`src/rtl/mfm_enc_pkg.sv`:
```
package mfm_enc_pkg;
  localparam int DATA_W = 8;
  localparam int CELLS  = 2 * DATA_W;
  localparam int LEFT_W = $clog2(CELLS);
  // data byte of the address mark and the cell-word bit whose clock is dropped
  localparam logic [DATA_W-1:0] MARK_DATA = 8'hA1;
  localparam int MARK_MISS = 5;

  typedef logic [CELLS-1:0] cell_word_t;

  typedef struct packed {
    logic              mark;
    logic [DATA_W-1:0] data;
  } wr_item_t;
endpackage

```
`src/rtl/mfm_cell_timer.sv`:
```
module mfm_cell_timer #(
  parameter int CELL_DIV = 250
) (
  input  logic clk,
  input  logic rst,
  input  logic run,
  output logic tick
);
  localparam int CNT_W = (CELL_DIV > 2) ? $clog2(CELL_DIV) : 1;
  localparam logic [CNT_W-1:0] LAST = CNT_W'(CELL_DIV - 1);

  logic [CNT_W-1:0] cnt_q;

  always_ff @(posedge clk) begin
    if (rst || !run) begin
      cnt_q <= '0;
    end else if (cnt_q == LAST) begin
      cnt_q <= '0;
    end else begin
      cnt_q <= cnt_q + CNT_W'(1);
    end
  end

  assign tick = run && (cnt_q == LAST);
endmodule

```
`src/rtl/mfm_cell_word.sv`:
```
module mfm_cell_word
  import mfm_enc_pkg::*;
(
  input  wr_item_t   item,
  input  logic       prev_bit,
  output cell_word_t word
);
  logic [DATA_W-1:0] d;
  assign d = item.mark ? MARK_DATA : item.data;

  for (genvar g = 0; g < DATA_W; g++) begin : g_pair
    logic nb;
    if (g == DATA_W - 1) begin : g_first
      assign nb = prev_bit;
    end else begin : g_inner
      assign nb = d[g+1];
    end
    assign word[2*g] = d[g];
    if (2*g + 1 == MARK_MISS) begin : g_miss
      assign word[2*g+1] = ~(nb | d[g]) & ~item.mark;
    end else begin : g_clk
      assign word[2*g+1] = ~(nb | d[g]);
    end
  end
endmodule

```
`src/rtl/mfm_shift_ctl.sv`:
```
module mfm_shift_ctl
  import mfm_enc_pkg::*;
(
  input  logic     clk,
  input  logic     rst,
  input  logic     run,
  input  logic     tick,
  input  wr_item_t in_item,
  input  logic     in_valid,
  output logic     in_ready,
  output logic     cell_stb,
  output logic     cell_bit,
  output logic     underrun
);
  wr_item_t          hold_q;
  logic              hold_full_q;
  logic [CELLS-2:0]  sh_q;
  logic [LEFT_W-1:0] left_q;
  logic              prev_q;
  logic              stb_q;
  logic              bit_q;
  logic              unr_q;

  logic       accept;
  logic       boundary;
  logic       have;
  wr_item_t   cur;
  cell_word_t word;

  assign in_ready = run && !hold_full_q && (left_q == '0);
  assign accept   = in_valid && in_ready;
  assign boundary = tick && (left_q == '0);
  assign have     = hold_full_q || accept;

  always_comb begin
    cur = '0;
    if (hold_full_q)  cur = hold_q;
    else if (accept)  cur = in_item;
  end

  mfm_cell_word u_word (
    .item     (cur),
    .prev_bit (prev_q),
    .word     (word)
  );

  always_ff @(posedge clk) begin
    if (rst || !run) begin
      hold_q      <= '0;
      hold_full_q <= 1'b0;
      sh_q        <= '0;
      left_q      <= '0;
      prev_q      <= 1'b0;
      stb_q       <= 1'b0;
      bit_q       <= 1'b0;
      unr_q       <= 1'b0;
    end else begin
      stb_q <= tick;
      if (boundary) begin
        bit_q       <= word[CELLS-1];
        sh_q        <= word[CELLS-2:0];
        left_q      <= LEFT_W'(CELLS - 1);
        prev_q      <= word[0];
        hold_full_q <= 1'b0;
        if (!have) unr_q <= 1'b1;
      end else begin
        if (accept) begin
          hold_q      <= in_item;
          hold_full_q <= 1'b1;
        end
        if (tick) begin
          bit_q  <= sh_q[CELLS-2];
          sh_q   <= {sh_q[CELLS-3:0], 1'b0};
          left_q <= left_q - LEFT_W'(1);
        end
      end
    end
  end

  assign cell_stb = stb_q;
  assign cell_bit = bit_q;
  assign underrun = unr_q;
endmodule

```
`src/rtl/mfm_pulse_shaper.sv`:
```
module mfm_pulse_shaper #(
  parameter int PULSE_W = 31
) (
  input  logic clk,
  input  logic rst,
  input  logic run,
  input  logic cell_stb,
  input  logic cell_bit,
  output logic pulse_n
);
  localparam int CNT_W = $clog2(PULSE_W + 1);

  logic [CNT_W-1:0] cnt_q;
  logic             pulse_n_q;

  always_ff @(posedge clk) begin
    if (rst) begin
      cnt_q     <= '0;
      pulse_n_q <= 1'b1;
    end else if (run && cell_stb && cell_bit) begin
      cnt_q     <= CNT_W'(PULSE_W - 1);
      pulse_n_q <= 1'b0;
    end else if (cnt_q != '0) begin
      cnt_q <= cnt_q - CNT_W'(1);
    end else begin
      pulse_n_q <= 1'b1;
    end
  end

  assign pulse_n = pulse_n_q;
endmodule

```
`src/rtl/mfm_wr_encoder.sv`:
```
module mfm_wr_encoder
  import mfm_enc_pkg::*;
#(
  parameter int CELL_DIV = 250,
  parameter int PULSE_W  = 31
) (
  input  logic              clk,
  input  logic              rst,
  input  logic              wr_gate,
  input  logic [DATA_W-1:0] in_data,
  input  logic              in_mark,
  input  logic              in_valid,
  output logic              in_ready,
  output logic              wr_pulse_n,
  output logic              underrun
);
  logic     gate_q;
  logic     tick;
  logic     cell_stb;
  logic     cell_bit;
  wr_item_t item;

  always_ff @(posedge clk) begin
    if (rst) gate_q <= 1'b0;
    else     gate_q <= wr_gate;
  end

  assign item.mark = in_mark;
  assign item.data = in_data;

  mfm_cell_timer #(.CELL_DIV(CELL_DIV)) u_timer (
    .clk  (clk),
    .rst  (rst),
    .run  (gate_q),
    .tick (tick)
  );

  mfm_shift_ctl u_shift (
    .clk      (clk),
    .rst      (rst),
    .run      (gate_q),
    .tick     (tick),
    .in_item  (item),
    .in_valid (in_valid),
    .in_ready (in_ready),
    .cell_stb (cell_stb),
    .cell_bit (cell_bit),
    .underrun (underrun)
  );

  mfm_pulse_shaper #(.PULSE_W(PULSE_W)) u_pulse (
    .clk      (clk),
    .rst      (rst),
    .run      (gate_q),
    .cell_stb (cell_stb),
    .cell_bit (cell_bit),
    .pulse_n  (wr_pulse_n)
  );
endmodule

```
`config.mk`:
```
export PLATFORM = sky130hd
export DESIGN_NAME = mfm_wr_encoder
export DESIGN_NICKNAME = d
export VERILOG_FILES = /design/src/rtl/mfm_enc_pkg.sv /design/src/rtl/mfm_cell_timer.sv /design/src/rtl/mfm_cell_word.sv /design/src/rtl/mfm_shift_ctl.sv /design/src/rtl/mfm_pulse_shaper.sv /design/src/rtl/mfm_wr_encoder.sv
export SDC_FILE = /design/constraint.sdc
export NUM_CORES = 1
export LEC_CHECK = 0
export ABC_AREA = 1
export BUFFER_PORTS_ARGS = -buffer_cell sky130_fd_sc_hd__buf_2
export CORE_MARGIN = 2
export CORE_UTILIZATION = 50
export CTS_CLUSTER_SIZE = 40
export DETAILED_ROUTE_END_ITERATION = 10
export GPL_ROUTABILITY_DRIVEN = 0
export PLACE_DENSITY_LB_ADDON = 0.2
export SETUP_SLACK_MARGIN = 0.02
export SLEW_MARGIN = 20
export SYNTH_ARGS = -nofsm -noshare
export SYNTH_HDL_FRONTEND = slang
export SYNTH_SLANG_ARGS = --single-unit
export TNS_END_PERCENT = 1
```
`constraint.sdc`:
```
create_clock -name clk -period 2.5 [get_ports clk]
set_input_delay 0.625 -clock clk [delete_from_list [all_inputs] [get_ports clk]]
set_output_delay 0.625 -clock clk [all_outputs]
set_load 0.02 [all_outputs]
```
==> results.py <==
metrics = {
    "power": {
        "powerDensity_mw_per_mm2": 643.9,
        "p_leak_nw": 1.014,
        "comb_power_share": 0.148,
        "ir_drop_v": 0.0003023,
        "switching_power_uw": 417.4,
        "clkPwrFrac": 0.337,
        "netSwitchingFraction": 0.2628,
        "p_int_mw": 1.171,
        "p_seq_frac": 0.515,
    },
    "route": {
        "dr.pass1.iters": 4,
        "drt_iter0_drc": 174,
        "dr_total_vias": 1960,
        "drcViolationCount": 0,
        "routed_via_density": 5.255,
        "wl_um": 4572,
        "ant_nets": 0,
        "wl_per_cell_um": 12.26,
    },
    "cells_and_area": {
        "multi_input_area_mm2": 0.001116,
        "final_common_cell": "nand2_1",
        "most-common-layout-cells": "nand2_1, dfxtp_1, a21oi_1",
        "num-nets-final": 340,
        "regArea_um2": 960.9,
        "fillers": 418,
        "diodes": 0,
        "drive_gt1_frac": 0.1277,
        "fin_cells": 373,
        "area_growth_pct": 8.895,
        "finalInstanceArea_mm2": 0.002466,
    },
    "critical_path": {
        "endpoint_kind": "primary output",
        "crit_type": "register to primary output",
        "cp.required_ns": 1.88,
        "timing.rr.end": "u_shift.sh_q[13]",
        "cp-start-kind": "register",
        "crit_end": "in_ready",
        "r2r_setup_slack_ns": 0.53,
        "arrival_ns": 1.39,
        "cp_max_fo": 3,
        "reg2reg_depth": 9,
        "crit_start": "u_shift.left_q[0]",
        "reg2reg_from": "u_timer.cnt_q[0]",
    },
    "clock_network": {
        "clock_path_buffers": 2,
        "cts-htree-levels": 2,
        "cts_resized": 0,
        "path_clk_slew_ns": 0.09,
        "clock-sinks": 48,
        "cts_root_buffer": "clkbuf_8",
        "insertion_delay_ns": 0.30,
        "cts_setup_buffers": 0,
        "numCtsBuffers": 5,
        "cts_tree": "yes",
        "ctsHoldBuffers": 0,
    },
    "die": {
        "ios": 16,
        "initial_core_util": 0.5201,
        "design.die.area_mm2": 0.005084,
        "die_w_um": 71.30,
        "core_area_mm2": 0.004354,
        "die_y_um": 71.30,
        "rows": 24,
    },
    "sta": {
        "finalCriticalPeriod_ns": 2.012,
        "max_slew_margin": 0.5486,
        "max_slew.worst_pin.slew_ns": 0.6763,
        "setup_slack_ns": 0.4879,
        "skew_ns": 0.006113,
        "hold-worst-slack_ns": 0.4573,
        "drv_slew": 0,
        "setup_tns_ns": 0,
        "hold_violations": 0,
        "fmax_mhz": 497.0,
        "post-route-period-util": 0.8048,
        "setup_viol": 0,
        "rsz0062_at_grt": "false",
    },
    "grt": {
        "track_usage": 0.1965,
        "grt-ovfl-total": 0,
        "grt_max_degree": 26,
        "grt_pass1_wl_um": 8010,
        "grt_antenna_before_repair": 0,
        "first_global_vias": 1842,
    },
    "place": {
        "place_area_mm2": 0.002367,
        "dp_cells": 367,
        "numPortBuffers": 15,
        "place_ws_ns": 0.5687,
        "dp_hpwl_um": 3303,
    },
    "yosys": {
        "synth_area_per_cell_um2": 7.377,
        "ys.flop_type": "dfxtp_1",
        "syn-num-nets": 325,
        "synth_cells": 307,
        "synthDistinctLibCells": 32,
        "ys_ff_latch": 48,
        "async_flop_share": 0,
        "synth-edff-count": 0,
        "ys_seq_area_frac": 0.4243,
        "yosys_warnings": 0,
        "syn_area_mm2": 0.002265,
    },
    "min_path": {
        "hold_path_class": "register to register",
    },
    "outcome": {
        "status": "finished, final reports clean",
    },
    "flow_run": {
        "drv_cap": 0,
    },
}
==> layout make-up <==
| class | instances | area share |
|---|---|---|
| well taps | 52 | 0.02638 |
| repair buffers | 17 | 0.03653 |
| clock buffers | 5 | 0.02790 |
| clock inverters | 1 | 0.01218 |
| inverters | 36 | 0.05479 |
| multi-input cells | 214 | 0.4526 |
| flip-flops and latches | 48 | 0.3896 |
==> how the worst min path moves through the flow <==
stage | start | to | slack (ns) | depth (start not counted)
finish | u_shift.underrun | u_shift.underrun | 0.46 | 2
CTS | u_shift.underrun | u_shift.underrun | 0.46 | 2
detailed placement | u_shift.underrun | u_shift.underrun | 0.45 | 2
floorplan | u_pulse.cnt_q[4] | u_pulse.cnt_q[4] | 0.43 | 2
global placement | u_pulse.cnt_q[4] | u_pulse.cnt_q[4] | 0.45 | 2
global route | u_shift.underrun | u_shift.underrun | 0.47 | 2
==> state kept, by name, summed over array words and instances (netlist names), 4 cells and up <==
signal / flops
u_shift.hold_q: 9
u_shift.left_q: 4
u_shift.sh_q: 15
u_timer.cnt_q: 8
u_pulse.cnt_q: 5
==> critical path, stage by stage (launching register included) <==
cell     delay, ns
dfxtp_1       0.33
inv_1         0.10
ha_1          0.26
nand2_1       0.09
nor3_1        0.12
buf_2         0.19
==> cell usage after synthesis (all sizes together) (2+ instances only) <==
library cell	n	area [um^2]
a31oi	2	12.51
ha	5	62.56
nand3	19	107.6
nand4	6	52.55
o21a	3	22.52
nand2	64	250.2
a21oi	35	175.2
o21ai	25	125.1
a22oi	3	22.52
nor2	36	175.2
dfxtp	48	960.9
nor3b	2	15.01
nor3	6	30.03
buf	4	32.53
clkbuf	5	20.01
a211oi	2	20.02
inv	36	135.1
a21boi	3	22.52
==> routing by layer <==
metal | vias up | track usage | wire length (um) | share of wire
li1 | 1035 | - | - | -
met1 | 883 | 0.2732 | 2299 | 0.50
met2 | 36 | 0.3076 | 2039 | 0.45
met3 | 6 | 0.02954 | 179 | 0.039
met4 | 0 | 0.07757 | 54 | 0.012
met5 | - | 0 | 0 | 0
==> logic make-up after synthesis <==
logic type / share of synthesized area
AND/OR/NAND/NOR: 0.2851
buffers and inverters: 0.08287
flip-flops: 0.4243
adder cells (fa/ha/maj): 0.02762
AO/OA/AOI/OAI: 0.1801
==> per-stage QoR <==
stage	total power, mW	util
2_1_floorplan	1.017	-
3_3_place_gp	1.067	0.5437
3_5_place_dp	1.071	0.5437
4_1_cts	1.595	0.5664
5_1_grt	1.685	0.5664
6_report	1.588	0.5664
==> power by group through the flow <==
stage,sequential [mW],combinational (mW),clock (mW)
2_1_floorplan,0.831,0.185,0
3_3_place_gp,0.834,0.232,0
3_5_place_dp,0.835,0.236,0
4_1_cts,0.817,0.237,0.541
5_1_grt,0.822,0.293,0.570
6_report,0.818,0.236,0.534
Note: power is estimated with default switching activity, not from simulation.
